## src/rtl/asram_pkg.sv

```systemverilog
// Package: shared phase type and cycle arithmetic for the asynchronous
// SRAM controller. Assumes all timing limits are non-negative integers in ns.
package asram_pkg;

    typedef enum logic [2:0] {
        PH_RECOVER = 3'd0,
        PH_IDLE    = 3'd1,
        PH_WSETUP  = 3'd2,
        PH_WSTROBE = 3'd3,
        PH_WHOLD   = 3'd4,
        PH_RACCESS = 3'd5,
        PH_RGAP    = 3'd6
    } phase_e;

    // Clocks needed to cover a time limit, rounded up, never below one.
    function automatic int clocks_for(input int lim_ns, input int clk_ns);
        int r;
        r = (lim_ns + clk_ns - 1) / clk_ns;
        return (r < 1) ? 1 : r;
    endfunction

    // Larger of two counts.
    function automatic int max2(input int a, input int b);
        return (a > b) ? a : b;
    endfunction

endpackage

```

## src/rtl/asram_phase_timer.sv

```systemverilog
// Phase timer: a loadable down-counter that flags the last clock of a phase.
// Assumes the caller loads (length - 1) on the clock that enters a phase.
module asram_phase_timer #(
    parameter int CNT_W   = 4,
    parameter int RST_VAL = 0
) (
    input  logic             clk,
    input  logic             rst_n,
    input  logic             load,
    input  logic [CNT_W-1:0] load_val,
    output logic             last
);

    logic [CNT_W-1:0] cnt_q;

    // Count down to zero; reload on phase entry; reset to the recovery length.
    always_ff @(posedge clk) begin
        if (!rst_n) begin
            cnt_q <= CNT_W'(RST_VAL);
        end else if (load) begin
            cnt_q <= load_val;
        end else if (cnt_q != '0) begin
            cnt_q <= cnt_q - 1'b1;
        end
    end

    assign last = (cnt_q == '0);

    // The counter never wraps below zero.
    AST_TIMER_NO_WRAP: assert property (@(posedge clk) disable iff (!rst_n)
        ($past(cnt_q) == '0 && !$past(load)) |-> (cnt_q == '0));

endmodule

```

## src/rtl/asram_sequencer.sv

```systemverilog
// Sequencer: steps through recovery, idle and the write and read phases.
// Accepts one request when idle. Assumes the timer reports the last clock of
// each phase one clock after it is loaded with (length - 1).
module asram_sequencer
    import asram_pkg::*;
#(
    parameter int CNT_W     = 4,
    parameter int SETUP_CYC = 1,
    parameter int STROBE_CYC = 8,
    parameter int HOLD_CYC  = 1,
    parameter int ACCESS_CYC = 10,
    parameter int GAP_CYC   = 4
) (
    input  logic             clk,
    input  logic             rst_n,
    input  logic             host_valid,
    input  logic             host_write,
    input  logic             last,
    output logic             load,
    output logic [CNT_W-1:0] load_val,
    output logic             accept,
    output logic             capture,
    output logic             ready,
    output phase_e           phase
);

    phase_e phase_q, phase_d;

    // Next-phase decision and timer load for the phase being entered.
    always_comb begin
        phase_d  = phase_q;
        load     = 1'b0;
        load_val = '0;
        accept   = 1'b0;
        capture  = 1'b0;
        case (phase_q)
            PH_RECOVER: begin
                if (last) phase_d = PH_IDLE;
            end
            PH_IDLE: begin
                if (host_valid) begin
                    accept = 1'b1;
                    load   = 1'b1;
                    if (host_write) begin
                        phase_d  = PH_WSETUP;
                        load_val = CNT_W'(SETUP_CYC - 1);
                    end else begin
                        phase_d  = PH_RACCESS;
                        load_val = CNT_W'(ACCESS_CYC - 1);
                    end
                end
            end
            PH_WSETUP: begin
                if (last) begin
                    phase_d  = PH_WSTROBE;
                    load     = 1'b1;
                    load_val = CNT_W'(STROBE_CYC - 1);
                end
            end
            PH_WSTROBE: begin
                if (last) begin
                    phase_d  = PH_WHOLD;
                    load     = 1'b1;
                    load_val = CNT_W'(HOLD_CYC - 1);
                end
            end
            PH_WHOLD: begin
                if (last) phase_d = PH_IDLE;
            end
            PH_RACCESS: begin
                if (last) begin
                    capture  = 1'b1;
                    phase_d  = PH_RGAP;
                    load     = 1'b1;
                    load_val = CNT_W'(GAP_CYC - 1);
                end
            end
            PH_RGAP: begin
                if (last) phase_d = PH_IDLE;
            end
            default: phase_d = PH_IDLE;
        endcase
    end

    // Phase register; reset enters recovery.
    always_ff @(posedge clk) begin
        if (!rst_n) phase_q <= PH_RECOVER;
        else        phase_q <= phase_d;
    end

    assign phase = phase_q;
    assign ready = (phase_q == PH_IDLE);

    // An accepted request always leaves the idle phase on the next clock.
    AST_ACCEPT_LEAVES_IDLE: assert property (@(posedge clk) disable iff (!rst_n)
        (ready && host_valid) |=> !ready);
    // Recovery is entered only from reset.
    AST_NO_REENTER_RECOVER: assert property (@(posedge clk) disable iff (!rst_n)
        (phase_q != PH_RECOVER) |=> (phase_q != PH_RECOVER));

endmodule

```

## src/rtl/asram_pin_drive.sv

```systemverilog
// Pin driver: holds the request address and byte, decodes the phase into the
// RAM control pins and captures the read byte. Assumes the phase input is a
// register output, so every pin changes only at a clock edge.
module asram_pin_drive
    import asram_pkg::*;
#(
    parameter int ADDR_W     = 17,
    parameter int DATA_W     = 8,
    parameter int STROBE_CYC = 8
) (
    input  logic              clk,
    input  logic              rst_n,
    input  phase_e            phase,
    input  logic              accept,
    input  logic              capture,
    input  logic [ADDR_W-1:0] req_addr,
    input  logic [DATA_W-1:0] req_wdata,
    input  logic [DATA_W-1:0] ram_dq_in,
    output logic [ADDR_W-1:0] ram_addr,
    output logic              ram_cs_n,
    output logic              ram_cs,
    output logic              ram_we_n,
    output logic              ram_oe_n,
    output logic [DATA_W-1:0] ram_dq_out,
    output logic              ram_dq_oe,
    output logic              rvalid,
    output logic [DATA_W-1:0] rdata
);

    localparam int LOW_W = $clog2(STROBE_CYC + 2);

    logic [ADDR_W-1:0] addr_q;
    logic [DATA_W-1:0] wdata_q;
    logic [DATA_W-1:0] rdata_q;
    logic              rvalid_q;
    logic              selected;
    logic [LOW_W-1:0]  we_low_q;

    // Latch the request address and byte when a request is accepted.
    always_ff @(posedge clk) begin
        if (!rst_n) begin
            addr_q  <= '0;
            wdata_q <= '0;
        end else if (accept) begin
            addr_q  <= req_addr;
            wdata_q <= req_wdata;
        end
    end

    // Capture the read byte at the end of the access; pulse valid once.
    always_ff @(posedge clk) begin
        if (!rst_n) begin
            rdata_q  <= '0;
            rvalid_q <= 1'b0;
        end else begin
            rvalid_q <= capture;
            if (capture) rdata_q <= ram_dq_in;
        end
    end

    // Decode the phase into select, strobe, output-enable and drive pins.
    always_comb begin
        selected   = (phase == PH_WSETUP) || (phase == PH_WSTROBE) ||
                     (phase == PH_WHOLD)  || (phase == PH_RACCESS);
        ram_cs_n   = !selected;
        ram_cs     = selected;
        ram_we_n   = (phase != PH_WSTROBE);
        ram_oe_n   = (phase != PH_RACCESS);
        ram_dq_oe  = (phase == PH_WSTROBE) || (phase == PH_WHOLD);
        ram_addr   = addr_q;
        ram_dq_out = wdata_q;
    end

    assign rvalid = rvalid_q;
    assign rdata  = rdata_q;

    // Length of the current write-strobe-low run, for the pulse-width check.
    always_ff @(posedge clk) begin
        if (!rst_n)         we_low_q <= '0;
        else if (!ram_we_n) we_low_q <= (we_low_q == '1) ? we_low_q : we_low_q + 1'b1;
        else                we_low_q <= '0;
    end

    AST_STROBE_INSIDE_SELECT: assert property (@(posedge clk) disable iff (!rst_n)
        !ram_we_n |-> (!ram_cs_n && ram_cs));
    AST_STROBE_MIN_WIDTH: assert property (@(posedge clk) disable iff (!rst_n)
        $rose(ram_we_n) |-> (we_low_q >= LOW_W'(STROBE_CYC)));
    AST_ADDR_HELD_AT_WRITE_END: assert property (@(posedge clk) disable iff (!rst_n)
        $rose(ram_we_n) |-> ($stable(ram_addr) && $stable(ram_dq_out) && ram_dq_oe));
    AST_DRIVE_DURING_STROBE: assert property (@(posedge clk) disable iff (!rst_n)
        !ram_we_n |-> (ram_dq_oe && ram_oe_n));
    AST_NO_BUS_FIGHT: assert property (@(posedge clk) disable iff (!rst_n)
        ram_dq_oe |-> ram_oe_n);
    AST_RVALID_ONE_CLOCK: assert property (@(posedge clk) disable iff (!rst_n)
        rvalid |=> !rvalid);
    AST_GAP_AFTER_READ: assert property (@(posedge clk) disable iff (!rst_n)
        $rose(ram_oe_n) |-> (ram_cs_n && !ram_cs && !ram_dq_oe));

endmodule

```

## src/rtl/asram_ctl.sv

```systemverilog
// Asynchronous SRAM interface controller (top). Serves one host request at a
// time and times the RAM pins from ns limits and the clock period.
// Assumes a single clock, a synchronous active-low reset, and a pad ring that
// builds the bidirectional data pins from ram_dq_out, ram_dq_oe and ram_dq_in.
module asram_ctl
    import asram_pkg::*;
#(
    parameter int ADDR_W    = 17,
    parameter int DATA_W    = 8,
    parameter int CLK_NS    = 4,
    parameter int T_WCYC_NS = 35,
    parameter int T_WPUL_NS = 30,
    parameter int T_AVWE_NS = 30,
    parameter int T_DSU_NS  = 20,
    parameter int T_ASU_NS  = 0,
    parameter int T_AHLD_NS = 3,
    parameter int T_RCYC_NS = 40,
    parameter int T_AACC_NS = 40,
    parameter int T_CACC_NS = 40,
    parameter int T_OACC_NS = 12,
    parameter int T_OREL_NS = 10,
    parameter int T_CREL_NS = 15
) (
    input  logic              clk,
    input  logic              rst_n,
    input  logic              host_valid,
    output logic              host_ready,
    input  logic              host_write,
    input  logic [ADDR_W-1:0] host_addr,
    input  logic [DATA_W-1:0] host_wdata,
    output logic              host_rvalid,
    output logic [DATA_W-1:0] host_rdata,
    output logic [ADDR_W-1:0] ram_addr,
    output logic              ram_cs_n,
    output logic              ram_cs,
    output logic              ram_we_n,
    output logic              ram_oe_n,
    output logic [DATA_W-1:0] ram_dq_out,
    output logic              ram_dq_oe,
    input  logic [DATA_W-1:0] ram_dq_in
);

    localparam int SETUP_CYC  = clocks_for(T_ASU_NS, CLK_NS);
    localparam int HOLD_CYC   = clocks_for(T_AHLD_NS, CLK_NS);
    localparam int STROBE_MIN = max2(max2(clocks_for(T_WPUL_NS, CLK_NS),
                                          clocks_for(T_DSU_NS, CLK_NS)),
                                     clocks_for(T_AVWE_NS, CLK_NS));
    localparam int STROBE_CYC = max2(STROBE_MIN,
                                     clocks_for(T_WCYC_NS, CLK_NS) - SETUP_CYC - HOLD_CYC);
    localparam int ACCESS_CYC = max2(max2(clocks_for(T_RCYC_NS, CLK_NS),
                                          clocks_for(T_AACC_NS, CLK_NS)),
                                     max2(clocks_for(T_CACC_NS, CLK_NS),
                                          clocks_for(T_OACC_NS, CLK_NS)));
    localparam int GAP_CYC    = max2(clocks_for(T_OREL_NS, CLK_NS),
                                     clocks_for(T_CREL_NS, CLK_NS));
    localparam int RECOV_CYC  = clocks_for(T_RCYC_NS, CLK_NS);
    localparam int LONGEST    = max2(max2(STROBE_CYC, ACCESS_CYC),
                                     max2(max2(GAP_CYC, RECOV_CYC),
                                          max2(SETUP_CYC, HOLD_CYC)));
    localparam int CNT_W      = $clog2(LONGEST + 1);

    logic             t_load;
    logic [CNT_W-1:0] t_load_val;
    logic             t_last;
    logic             accept;
    logic             capture;
    phase_e           phase;

    asram_phase_timer #(
        .CNT_W   (CNT_W),
        .RST_VAL (RECOV_CYC - 1)
    ) u_timer (
        .clk      (clk),
        .rst_n    (rst_n),
        .load     (t_load),
        .load_val (t_load_val),
        .last     (t_last)
    );

    asram_sequencer #(
        .CNT_W      (CNT_W),
        .SETUP_CYC  (SETUP_CYC),
        .STROBE_CYC (STROBE_CYC),
        .HOLD_CYC   (HOLD_CYC),
        .ACCESS_CYC (ACCESS_CYC),
        .GAP_CYC    (GAP_CYC)
    ) u_seq (
        .clk        (clk),
        .rst_n      (rst_n),
        .host_valid (host_valid),
        .host_write (host_write),
        .last       (t_last),
        .load       (t_load),
        .load_val   (t_load_val),
        .accept     (accept),
        .capture    (capture),
        .ready      (host_ready),
        .phase      (phase)
    );

    asram_pin_drive #(
        .ADDR_W     (ADDR_W),
        .DATA_W     (DATA_W),
        .STROBE_CYC (STROBE_CYC)
    ) u_pins (
        .clk        (clk),
        .rst_n      (rst_n),
        .phase      (phase),
        .accept     (accept),
        .capture    (capture),
        .req_addr   (host_addr),
        .req_wdata  (host_wdata),
        .ram_dq_in  (ram_dq_in),
        .ram_addr   (ram_addr),
        .ram_cs_n   (ram_cs_n),
        .ram_cs     (ram_cs),
        .ram_we_n   (ram_we_n),
        .ram_oe_n   (ram_oe_n),
        .ram_dq_out (ram_dq_out),
        .ram_dq_oe  (ram_dq_oe),
        .rvalid     (host_rvalid),
        .rdata      (host_rdata)
    );

    // When the host may issue, the RAM is in standby.
    AST_READY_MEANS_STANDBY: assert property (@(posedge clk) disable iff (!rst_n)
        host_ready |-> (ram_cs_n && !ram_cs && ram_oe_n && ram_we_n && !ram_dq_oe));
    // A busy controller leaves the address pins alone when a request arrives.
    AST_BUSY_ADDR_STABLE: assert property (@(posedge clk) disable iff (!rst_n)
        (!host_ready && !ram_cs_n && $past(!host_ready)) |-> $stable(ram_addr));

endmodule

```

## config.mk

```make
export PLATFORM = sky130hd
export DESIGN_NAME = asram_ctl
export DESIGN_NICKNAME = d
export VERILOG_FILES = /design/src/rtl/asram_pkg.sv /design/src/rtl/asram_phase_timer.sv /design/src/rtl/asram_sequencer.sv /design/src/rtl/asram_pin_drive.sv /design/src/rtl/asram_ctl.sv
export SDC_FILE = /design/constraint.sdc
export NUM_CORES = 1
export LEC_CHECK = 0
export BUFFER_PORTS_ARGS = -buffer_cell sky130_fd_sc_hd__buf_2
export CAP_MARGIN = 25
export CORE_MARGIN = 1
export CORE_UTILIZATION = 44
export CTS_BUF_LIST = sky130_fd_sc_hd__clkbuf_4
export CTS_CLUSTER_DIAMETER = 80
export DETAILED_ROUTE_END_ITERATION = 6
export PLACE_DENSITY = 0.77
export SKIP_CTS_REPAIR_TIMING = 1
export SYNTH_ARGS = -nofsm -noshare
export SYNTH_HDL_FRONTEND = slang
export SYNTH_HIERARCHICAL = 1
export SYNTH_SLANG_ARGS = --single-unit
export TNS_END_PERCENT = 50
```

## constraint.sdc

```tcl
create_clock -name clk -period 2 [get_ports clk]
set_input_delay 0.1 -clock clk [delete_from_list [all_inputs] [get_ports clk]]
set_output_delay 0.1 -clock clk [all_outputs]
set_load 0.01 [all_outputs]
```

==> flow_summary.toml, run 1 <==
[placement]
dp.cells = 302
detailed_place.area_um2 = 2290
post-dp-hpwl_mm = 2.63
io_buffers = 76
place_congestion = 0.780

[clock_tree]
cts_tree = "done"
clkSinkCount = 41
htreeDepth = 2
cts-buffers-inserted = 5
cts_buffer_depth = 2
clk_pin_slew_worst_paths_ns = 0.12
cts_root_buf = "clkbuf_4"
insertion_delay_ns = 0.33

[detailed_routing]
wl_per_cell_um = 11.9
num_vias = 1490
vias_per_cell = 4.81
wirelength_mm = 3.69
dr.pass1.iters = 4
drt_iter0_drc = 50
ant_nets = 0
drc_errors = 0

[pwr]
finalPower_mw = 1.67
power_density_nw_per_um2 = 700
power_leakage_nw = 0.999
vdd_drop_max_mv = 0.305

[die]
start_util = 0.461
die_area_um2 = 4480
ioPinCount = 77
fp-row-count = 23
die_y_um = 66.9
coreArea_um2 = 4030
die_w_um = 66.9

[synth]
yosysSeqAreaShare = 0.442
synth-main-ff-cell = "dfxtp_1"
syn_nets = 215
syn_area_um2 = 1860
async_flop_share = 0
synth_seq_cells = 41
synth_cells = 177
yosysWarnings = 6
synth_cell_types = 43
syn_area_per_cell_um2 = 10.5
synth_edf_count = 0

[setup_path]
cp_top_family = "simple AND/OR/NAND/NOR gates"
critPathCaptureType = "flop"
ff2ff_path_depth = 8
worstPathArrival_ns = 2.17
cp_max_fo = 5
critPathBufInv = 2
rrSetupSlack_ns = 0.11
path_common_cell = "nand3_1"
r2r_end = "u_timer/cnt_q[1]$_SDFFE_PN0P_"
rr_startpoint = "u_timer/cnt_q[0]$_SDFFE_PN1P_"
critPathSlowestCell = "or4b_1"
cp.required_ns = 2.28
max_stage_delay_ns = 0.52
path_cells = "inv_1 -> ha_1 -> nor3b_4 -> nand3_1 -> o21ai_2 -> buf_4 -> or4b_1 -> nand3_1"
worstSetupPathType = "reg -> reg"
critPathLaunchType = "flop"

[sta]
finalClockSkew_ns = 0.00904
drv_slew = 0
fin_crit_ns = 1.89
worst_pin_slew_ns = 0.412
setup_viol = 0
finalSetupTns_ns = 0
fin_crit_sh = 0.944
slew_headroom = 0.725
finalHoldViolCount = 0
fmax_mhz = 530
rsz0062_at_grt = "no"

[final_layout]
syn2layout_area_growth_pct = 28.5
regArea_um2 = 822
antenna_cells = 0
layout_commonest_cell = "buf_2"
stdcell_count = 310
finish.utilization = 0.592
drive_gt1_frac = 0.404
final_cell_mix = "76 x buf_2, 40 x dfxtp_1, 33 x mux2i_1, 33 x nor2b_1, 9 x buf_4"
final_area_um2 = 2380
n_fill_cell = 363
multi_input_area_um2 = 925
final_nets = 297

[hold_path]
holdPathStages = 3
min_from = "ram_dq_in[6]"
holdPathEnd = "u_pins/rdata[6]$_SDFFE_PN0P_"
hold_path_class = "in -> reg"

[flow_run]
maxCapViolations = 0

[grt]
first_global_vias = 1216
grt_pass1_wl_mm = 5.40
antenna_found_initial = 0
grt_overflow_total = 0
grt.total_usage = 0.160
grt_max_degree = 29

[status]
status = "completed"
[cells by family after synthesis]
| logic type | count (synthesis) | share of synthesized area |
|---|---|---|
| DFF | 41 | 0.442 |
| buffers and inverters | 18 | 0.0708 |
| muxes | 34 | 0.184 |
| adders and majority gates | 2 | 0.0121 |
| AOI/OAI and AO/OA | 15 | 0.0634 |
| xor gates and xnor gates | 2 | 0.00944 |
| and+or+nand+nor | 65 | 0.218 |
[where the power goes]
part           switching (mW)  internal, mW
clock network           0.251         0.274
registers              0.0295         0.855
logic                   0.120         0.141
[tightest hold or removal path: stages]
cell and delay (ns):
buf_2 0.08, mux2i_1 0.05, nor2b_1 0.09
[cell usage after synthesis, drive strengths merged (2+ instances only)]
library cell | n | area share
nand3 | 3 | 0.0081
o21ai | 4 | 0.011
a21boi | 2 | 0.010
nor2 | 4 | 0.0081
nor2b | 33 | 0.11
mux2i | 33 | 0.18
buf | 8 | 0.049
nand3b | 3 | 0.012
nor3 | 2 | 0.0081
xnor2 | 2 | 0.0094
nand2b | 3 | 0.011
inv | 7 | 0.016
clkbuf | 3 | 0.0061
dfxtp | 41 | 0.44
a21oi | 2 | 0.0054
nand4b | 2 | 0.0094
nand2 | 7 | 0.014
[cell type report]
type,count,area share
Timing Repair Buffer,86,0.196
Tap cell,50,0.0262
Sequential cell,41,0.345
Multi-Input combinational cell,118,0.388
Clock inverter,2,0.0142
Inverter,7,0.0121
Clock buffer,6,0.0189
[worst max-delay path by stage]
stage,start,endpoint,slack (ns),cells after the start
after floorplan,u_timer/cnt_q[0]$_SDFFE_PN1P_,u_timer/cnt_q[3]$_SDFFE_PN1P_,0.08,8
after global placement,u_timer/cnt_q[0]$_SDFFE_PN1P_,u_timer/cnt_q[1]$_SDFFE_PN0P_,0.18,8
after detailed placement,u_timer/cnt_q[0]$_SDFFE_PN1P_,u_timer/cnt_q[1]$_SDFFE_PN0P_,0.11,8
after CTS,u_timer/cnt_q[0]$_SDFFE_PN1P_,u_timer/cnt_q[1]$_SDFFE_PN0P_,0.06,8
after global routing,u_timer/cnt_q[0]$_SDFFE_PN1P_,u_pins/rdata[0]$_SDFFE_PN0P_,0.005,9
final,u_timer/cnt_q[0]$_SDFFE_PN1P_,u_timer/cnt_q[1]$_SDFFE_PN0P_,0.11,8
[sequential cells by signal (all words and copies together) (netlist names)]
name and flops:
u_timer/cnt_q 4, u_pins/rdata 8, u_pins/ram_dq_out 8, u_pins/rvalid 1
u_pins/ram_addr 17, u_seq/phase 3
[routing by layer]
layer | part of all wire | global-route usage
met5 | 0 | 0
met4 | 0.011 | 0.0638
met3 | 0.050 | 0.0377
met2 | 0.48 | 0.269
met1 | 0.46 | 0.195
[stage by stage]
stage | setup slack, ns | hold WS [ns]
3_5_place_dp | 0.109 | 0.368
4_1_cts | 0.0634 | -0.00144
5_1_grt | 0.00486 | 0.00614
2_1_floorplan | 0.0829 | 0.189
3_3_place_gp | 0.179 | 0.354
6_report | 0.112 | 0.0183
(Power assumes the default switching activity.)
==> inputs of run 2 (changes only) <==
BUFFER_PORTS_ARGS = -buffer_cell sky130_fd_sc_hd__clkbuf_2   (was -buffer_cell sky130_fd_sc_hd__buf_2)
CORE_ASPECT_RATIO = 2   (was not set)
==> run 2 against run 1 <==
Hold slack worse by 0.0061 ns. Setup slack got worse by 0.014 ns. Critical path type unchanged. Register-to-register slack is essentially flat. Clock-buffer cell count is 1 lower. Routed wire length down 3.0%. First-iteration DRC count fell by 76%. Sequential power hardly changed. Power fell by 9.2%. Largest power group unchanged.
==> flow_summary.toml, run 2 (synthesis gave the netlist of run 1 again) <==
[final_layout]
largest_reg_flops = 17
finish.utilization = 0.575
multi_input_area_um2 = 915
antenna_cells = 0
drive_gt1_frac = 0.398
syn2layout_area_growth_pct = 26.7
final_cell_mix = "76 x clkbuf_2, 39 x dfxtp_1, 33 x mux2i_1, 33 x nor2b_1, 8 x buf_4"
n_fill_cell = 390
layout_commonest_cell = "clkbuf_2"
final_nets = 297
regArea_um2 = 823

[setup_path]
critPathLaunchType = "flop"
cp_max_fo = 6
cp.required_ns = 2.28
critPathCaptureType = "flop"
worstSetupPathType = "reg -> reg"
rrSetupSlack_ns = 0.1
worstPathArrival_ns = 2.18

[detailed_routing]
ant_nets = 0
drt_iter0_drc = 12
dr.pass1.iters = 6
vias_per_cell = 4.86
drc_errors = 0
wl_per_cell_um = 11.5
num_vias = 1510
wirelength_mm = 3.58

[sta]
setup_viol = 0
finalSetupTns_ns = 0
slew_headroom = 0.750
finalClockSkew_ns = 0.00869
fmax_mhz = 526
worst_pin_slew_ns = 0.375
drv_slew = 0
finalHoldViolCount = 0
rsz0062_at_grt = "no"
fin_crit_sh = 0.951
fin_crit_ns = 1.90

[clock_tree]
cts_tree = "done"
htreeDepth = 2
clk_pin_slew_worst_paths_ns = 0.13
cts-buffers-inserted = 5
cts_buffer_depth = 2
insertion_delay_ns = 0.34
cts_root_buf = "clkbuf_4"
clkSinkCount = 41

[die]
ioPinCount = 77
die_area_um2 = 4500
start_util = 0.454
fp-row-count = 33
die_w_um = 47.9
coreArea_um2 = 4090
die_y_um = 93.8

[pwr]
vdd_drop_max_mv = 0.495
p_int_mw = 1.11
pwr-share-seq = 0.584
clkPwrFrac = 0.254
combPwrFrac = 0.162
switchingPower_uw = 401
power_density_nw_per_um2 = 645
power_leakage_nw = 0.955
switching_share = 0.265

[grt]
grt_overflow_total = 0
antenna_found_initial = 0
grt_max_degree = 26
grt_pass1_wl_mm = 5.36
first_global_vias = 1361
grt.total_usage = 0.163

[placement]
io_buffers = 76
post-dp-hpwl_mm = 2.75
place_congestion = 0.770

[status]
status = "completed"

[hold_path]
hold_path_class = "in -> reg"

[flow_run]
maxCapViolations = 0
[run 2: path summary, 6_finish.rpt]
path | endpoint | cells past startpoint | from
min | u_pins/ram_dq_out[7]$_SDFFE_PN0P_ | 3 | host_wdata[7]
max | u_timer/cnt_q[1]$_SDFFE_PN0P_ | 8 | u_timer/cnt_q[0]$_SDFFE_PN1P_
max reg2reg | u_timer/cnt_q[1]$_SDFFE_PN0P_ | 8 | u_timer/cnt_q[0]$_SDFFE_PN1P_
min reg2reg | u_pins/ram_addr[7]$_SDFFE_PN0P_ | 2 | u_pins/ram_addr[7]$_SDFFE_PN0P_
[run 2: cell type report]
| type | count | area share |
|---|---|---|
| Inverter | 7 | 0.0122 |
| Clock inverter | 2 | 0.00479 |
| Sequential cell | 41 | 0.350 |
| Timing Repair Buffer | 86 | 0.200 |
| Multi-Input combinational cell | 118 | 0.389 |
| Tap cell | 52 | 0.0277 |
| Clock buffer | 5 | 0.0160 |
[run 2: per-layer routing]
layer / wire length (µm) / share of wire / up-vias / track usage
met4: 79 / 0.022 / 0 / 0.0972
met2: 1980 / 0.55 / 52 / 0.295
met1: 1350 / 0.38 / 689 / 0.141
met3: 168 / 0.047 / 8 / 0.0481
met5: 0 / 0 / - / 0
li1: - / - / 761 / -
[run 2: worst max-delay path: stages, from the launching register on]
cell and delay [ns]:
dfxtp_2 0.34, inv_1 0.05, ha_1 0.23, nor3b_2 0.20, a21oi_1 0.18, o21ai_2 0.09, buf_4 0.16, or4b_1 0.52
nand3_1 0.09
[run 2: power groups by stage]
stage	Clock (mW)	Combinational (mW)	Sequential, mW
6_report	0.385	0.246	0.885
5_1_grt	0.437	0.274	0.894
4_1_cts	0.408	0.246	0.884
3_5_place_dp	0	0.245	0.902
3_3_place_gp	0	0.240	0.901
2_1_floorplan	0	0.161	0.902
[run 2: metrics by stage]
stage | instances | total power [mW] | area (µm²) | setup slack (ns) | hold slack, ns
floorplan | 177 | 1.06 | 1860 | 0.0829 | 0.189
global placement | 303 | 1.14 | 2290 | 0.194 | 0.355
detailed placement | 303 | 1.15 | 2290 | 0.102 | 0.369
CTS | 310 | 1.54 | 2330 | 0.0712 | -0.0111
global route | 311 | 1.60 | 2350 | 0.0000997 | 0.00526
finish | 311 | 1.52 | 2350 | 0.0986 | 0.0122
